**src/rtl/addr_latch_pkg.sv**
```systemverilog
package addr_latch_pkg;

  // Operating modes derived from {clr_n, en_n}
  typedef enum logic [1:0] {
    MODE_DECODE = 2'b00,
    MODE_CLEAR  = 2'b01,
    MODE_LATCH  = 2'b10,
    MODE_HOLD   = 2'b11
  } alatch_mode_e;

endpackage

```
**src/rtl/addr_latch_mode_dec.sv**
```systemverilog
module addr_latch_mode_dec
  import addr_latch_pkg::*;
(
  input  logic         clr_n,
  input  logic         en_n,
  output alatch_mode_e mode
);

  // two control pins pick one of four modes
  always_comb begin
    unique case ({clr_n, en_n})
      2'b10:   mode = MODE_LATCH;
      2'b11:   mode = MODE_HOLD;
      2'b00:   mode = MODE_DECODE;
      default: mode = MODE_CLEAR;
    endcase
  end

endmodule

```
**src/rtl/addr_latch_store.sv**
```systemverilog
module addr_latch_store
  import addr_latch_pkg::*;
#(
  parameter int NUM_BITS = 8,
  localparam int ADDR_W = $clog2(NUM_BITS)
) (
  input  logic                clk,
  input  logic                rst_n,
  input  alatch_mode_e        mode,
  input  logic [ADDR_W-1:0]   addr,
  input  logic                din,
  output logic [NUM_BITS-1:0] bits
);

  for (genvar i = 0; i < NUM_BITS; i++) begin : g_cell
    logic hit;
    assign hit = (addr == ADDR_W'(i));

    always_ff @(posedge clk) begin
      if (!rst_n) begin
        bits[i] <= 1'b0;
      end else begin
        unique case (mode)
          MODE_LATCH:  if (hit) bits[i] <= din;
          MODE_CLEAR:  bits[i] <= 1'b0;
          default:     bits[i] <= bits[i];
        endcase
      end
    end
  end

endmodule

```
**src/rtl/addr_latch_out_sel.sv**
```systemverilog
module addr_latch_out_sel
  import addr_latch_pkg::*;
#(
  parameter int NUM_BITS = 8,
  localparam int ADDR_W = $clog2(NUM_BITS)
) (
  input  alatch_mode_e        mode,
  input  logic [ADDR_W-1:0]   addr,
  input  logic                din,
  input  logic [NUM_BITS-1:0] bits,
  output logic [NUM_BITS-1:0] q_n
);

  for (genvar i = 0; i < NUM_BITS; i++) begin : g_drv
    logic hit;
    assign hit = (addr == ADDR_W'(i));

    always_comb begin
      unique case (mode)
        MODE_LATCH:  q_n[i] = hit ? ~din : ~bits[i];  // transparent on addressed bit
        MODE_HOLD:   q_n[i] = ~bits[i];
        MODE_DECODE: q_n[i] = hit ? ~din : 1'b1;
        default:     q_n[i] = 1'b1;                    // clear
      endcase
    end
  end

endmodule

```
**src/rtl/addr_latch_decoder.sv**
```systemverilog
module addr_latch_decoder
  import addr_latch_pkg::*;
#(
  parameter int NUM_BITS = 8,
  localparam int ADDR_W = $clog2(NUM_BITS)
) (
  input  logic                clk,
  input  logic                rst_n,
  input  logic [ADDR_W-1:0]   addr,
  input  logic                din,
  input  logic                clr_n,
  input  logic                en_n,
  output logic [NUM_BITS-1:0] q_n
);

  alatch_mode_e        mode;
  logic [NUM_BITS-1:0] bits;

  addr_latch_mode_dec u_mode (
    .clr_n (clr_n),
    .en_n  (en_n),
    .mode  (mode)
  );

  addr_latch_store #(.NUM_BITS(NUM_BITS)) u_store (
    .clk   (clk),
    .rst_n (rst_n),
    .mode  (mode),
    .addr  (addr),
    .din   (din),
    .bits  (bits)
  );

  addr_latch_out_sel #(.NUM_BITS(NUM_BITS)) u_out (
    .mode  (mode),
    .addr  (addr),
    .din   (din),
    .bits  (bits),
    .q_n   (q_n)
  );

endmodule

```
**config.mk**
```make
export PLATFORM = sky130hd
export DESIGN_NAME = addr_latch_decoder
export DESIGN_NICKNAME = d
export VERILOG_FILES = /design/src/rtl/addr_latch_pkg.sv /design/src/rtl/addr_latch_mode_dec.sv /design/src/rtl/addr_latch_store.sv /design/src/rtl/addr_latch_out_sel.sv /design/src/rtl/addr_latch_decoder.sv
export SDC_FILE = /design/constraint.sdc
export NUM_CORES = 1
export LEC_CHECK = 0
export BUFFER_PORTS_ARGS = -buffer_cell sky130_fd_sc_hd__buf_2
export CORE_MARGIN = 5
export CORE_UTILIZATION = 45
export DETAILED_ROUTE_END_ITERATION = 6
export GPL_TIMING_DRIVEN = 0
export PLACE_DENSITY = 0.73
export SYNTH_ARGS = -nofsm -noshare
export SYNTH_HDL_FRONTEND = slang
export SYNTH_HIERARCHICAL = 1
export SYNTH_SLANG_ARGS = --single-unit
```
**constraint.sdc**
```tcl
create_clock -name clk -period 1.8 [get_ports clk]
set_clock_uncertainty 0.2 [all_clocks]
set_input_delay 0.09 -clock clk [delete_from_list [all_inputs] [get_ports clk]]
set_output_delay 0.09 -clock clk [all_outputs]
set_load 0.01 [all_outputs]
```
==> reports/results.txt <==
The final number of max-transition violations is 0, and the async set-reset flop share out of synthesis is 0%. From left edge to right edge, the die measures 47.6 um. The number of placed instances, taps included, is 102. In the post-synthesis netlist, the biggest area contributors are dfxtp_1, mux2i_1, a31o_1, and2_1, and4bb_1.

Post-route fraction of the period consumed by the critical path: 80.0%. For this design the ratio of total power to cell area is 520 mW/mm^2. In the synthesized netlist, the cells that appear most often are a31o_1, and2_1, dfxtp_1, mux2i_1, nand2_1.

After detailed placement, the total cell area comes to 721 um^2. Measured on the finished design, the core utilization comes to 56.4%. At the worst endpoint, the arrival time is 1.15 ns. Worst min-delay path category: primary input to register. Once detailed placement completed, the half-perimeter wirelength came to 1130 um. The setup total negative slack is 0 ns, and the number of core rows is 13. In this run switching power makes up 26.4% of total power. Synthesis handed over a netlist of 74 instances. The Yosys step of the flow raised 6 warnings. Count of placed standard cells in the final layout, fillers left out: 105. The number of buffers added by the clock tree synthesis step is 3. For the total DRC errors in the routed layout, the log shows 0. Clock-pin slew was measured on the worst setup and hold paths at 0.05 ns. Across all layers, the routed design uses 594 vias.

For this run, the top clock speed supported by timing is 694 MHz. Setup repair after global routing left no endpoint under its margin. The logs give 48.3% for the initial cell density of the core and 16 for the count of pins on the block boundary. Max-cap violations in this run came to 0. The first routing iteration left 5 violations.

After clock tree synthesis, the repair step resized 0 gates. Before CTS, the worst setup slack after placement is 0.360 ns. For this run, the leading register cell type out of synthesis is dfxtp_1.

The largest registers in the layout are u_store/bits (8). Path type of the worst setup path: primary input to primary output. The number of iterations in the first detailed-routing pass is 4. The run gives 0 as the initial antenna violation count. The height of the die is 47.6 um. The count of nets left with antenna violations once routing finished came out at 0. The number of synthesized register bits is 8, and the shortest period the worst path allows is 1.44 ns.

Headroom to the max-slew limit came out at 66.6%. The count of flip-flops with a built-in enable after synthesis was 0; the final wirelength was 1430 um. The number of buffers added to fix hold violations after cts was 0; the number of global-route vias before repair was 546. u_store/bits holds more flip-flops than any other register. Across the VDD grid, the largest voltage drop is 0.387 mV. CTS saw 8 sinks. The number of nets in the synthesized netlist is 82.

The biggest cell delay along the critical path was 0.46 ns. A synthesized cell averages 8.61 um^2. Together, buffers and inverters on the worst path number 2. Post-CTS timing repair inserted 0 buffers for setup. At the worst endpoint, the required time is 1.51 ns.

The share of the synthesized area in the top cell type is 25.1%. At the end of routability-driven placement, the weighted congestion stood at 0.863. The overall global routing resource usage came out at 15.2%.

The first-pass GRT wire length is 2370 um. dfxtp_1 takes more of the synthesized area than any other cell. The area added between synthesis and finish was 16.7%.

The slew at the pin closest to its max-slew limit came out at 0.502 ns. Slowest stage cell on the critical path: nor4b_1. The cell leakage power is 0.261 nW, and the wire length per cell is 13.6 um. In this run, flip-flops and latches consume 46.6% of the power. The maximum count of clock buffers along a single path is 2, and the number of flip-flops under the largest register name is 8. For this run, the post-layout net count is 100.

The signal on the critical path passes through clkbuf_1, nor4b_1, mux2i_1, buf_2. Per report_power, the combinational group accounts for 19.6% of the total. The die footprint came out at 0.00227 mm^2. The kind of cell with the highest combined delay along the critical path is simple AND/OR/NAND/NOR gates. The post-route netlist has 26.7% of its cells at a drive strength greater than 1. In this run the worst path has a maximum fanout of 13. Of the synthesized area, sequential elements account for 25.1%. For the total power of the final layout, the log shows 0.387 mW.

The finished cells cover 743 um^2. Detailed-route vias per instance: 5.66. The core footprint was 0.00132 mm^2; the residual overflow from global routing was 0. The root buffer selected by CTS was clkbuf_4. Reported net switching power: 0.102 mW.

The flow ran to the end, and the final reports show no timing, DRC or antenna violations. The run gives 0 as the number of failing hold endpoints at the final stage. For the clock latency reported for the late side of the worst-skew pair, the log shows 0.25 ns.

The H-tree level count was 1. The count of buffers added on input and output ports is 13. The minimum hold slack is 0.153 ns, and the clock network power share is 33.8%.

TritonCTS built the clock tree. The maximum number of pins on one net before global-route repair is 14, and the count of distinct cell types in the synthesized netlist is 25. The internal power of the cells is 0.285 mW.

The worst setup path is launched from a primary input. The number of endpoints failing setup at the final stage came out at 0. Endpoint kind of the worst setup timing path: a primary output. The number of antenna diodes in the final layout is 0. The cell area that synthesis handed to floorplanning was 637 um^2. For the setup slack of the critical path after layout, the log shows 0.360 ns.
## final cells by class
type	instances	area [um^2]
sequential	8	160
multi-input combinational	60	452
inverter	1	3.75
fill	137	574
timing repair buffer	13	65.1
clock buffer	3	22.5
tap	15	18.8
buffer	5	21.3
## power by group through the flow
stage                     Combinational [mW]  Clock (mW)  Sequential, mW
after detailed placement              0.0754           0           0.184
final                                 0.0757       0.131           0.180
after global routing                  0.0852       0.148           0.180
after floorplan                       0.0501           0           0.183
after global placement                0.0732           0           0.184
after CTS                             0.0757       0.139           0.180
## metal layers
metal  GRT usage (%)  routed length (um)
met2            24.1                 675
met5               0                   0
met4            9.68                   8
met3            1.13                  95
met1            19.7                 651
## final timing paths
path                                      from                            to  slack, ns  depth (start not counted)
setup / recovery                          en_n                        q_n[4]       0.36                          4
hold / removal                         addr[2]  u_store/bits[1]$_SDFFE_PN0P_       0.15                          4
setup reg to reg  u_store/bits[5]$_SDFFE_PN0P_  u_store/bits[5]$_SDFFE_PN0P_       1.01                          1
hold reg to reg   u_store/bits[0]$_SDFFE_PN0P_  u_store/bits[0]$_SDFFE_PN0P_       0.27                          1
## kinds of logic (layout without fill, tap and decap cells)
| logic type | after synthesis | count (layout) | synth area share, % |
|---|---|---|---|
| muxes | 8 | 8 | 12.6 |
| buffers and inverters | 6 | 22 | 3.93 |
| and+or+nand+nor | 43 | 43 | 45.6 |
| DFF | 8 | 8 | 25.1 |
| AOI/OAI and AO/OA | 9 | 9 | 12.8 |
## placed cells by master (no fill, tap or decap), types with 2 or more instances in the layout
| cell type | n |
|---|---|
| clkbuf_1 | 2 |
| clkbuf_4 | 3 |
| mux2i_1 | 8 |
| nand3_1 | 2 |
| and2_1 | 8 |
| nor4b_1 | 3 |
| dfxtp_1 | 8 |
| and4bb_1 | 3 |
| nand2_1 | 7 |
| nor3_1 | 6 |
| a31o_1 | 8 |
| nor2b_1 | 2 |
| nor4_1 | 2 |
| nand2b_1 | 2 |
| buf_2 | 15 |
(Power assumes the default switching activity.)
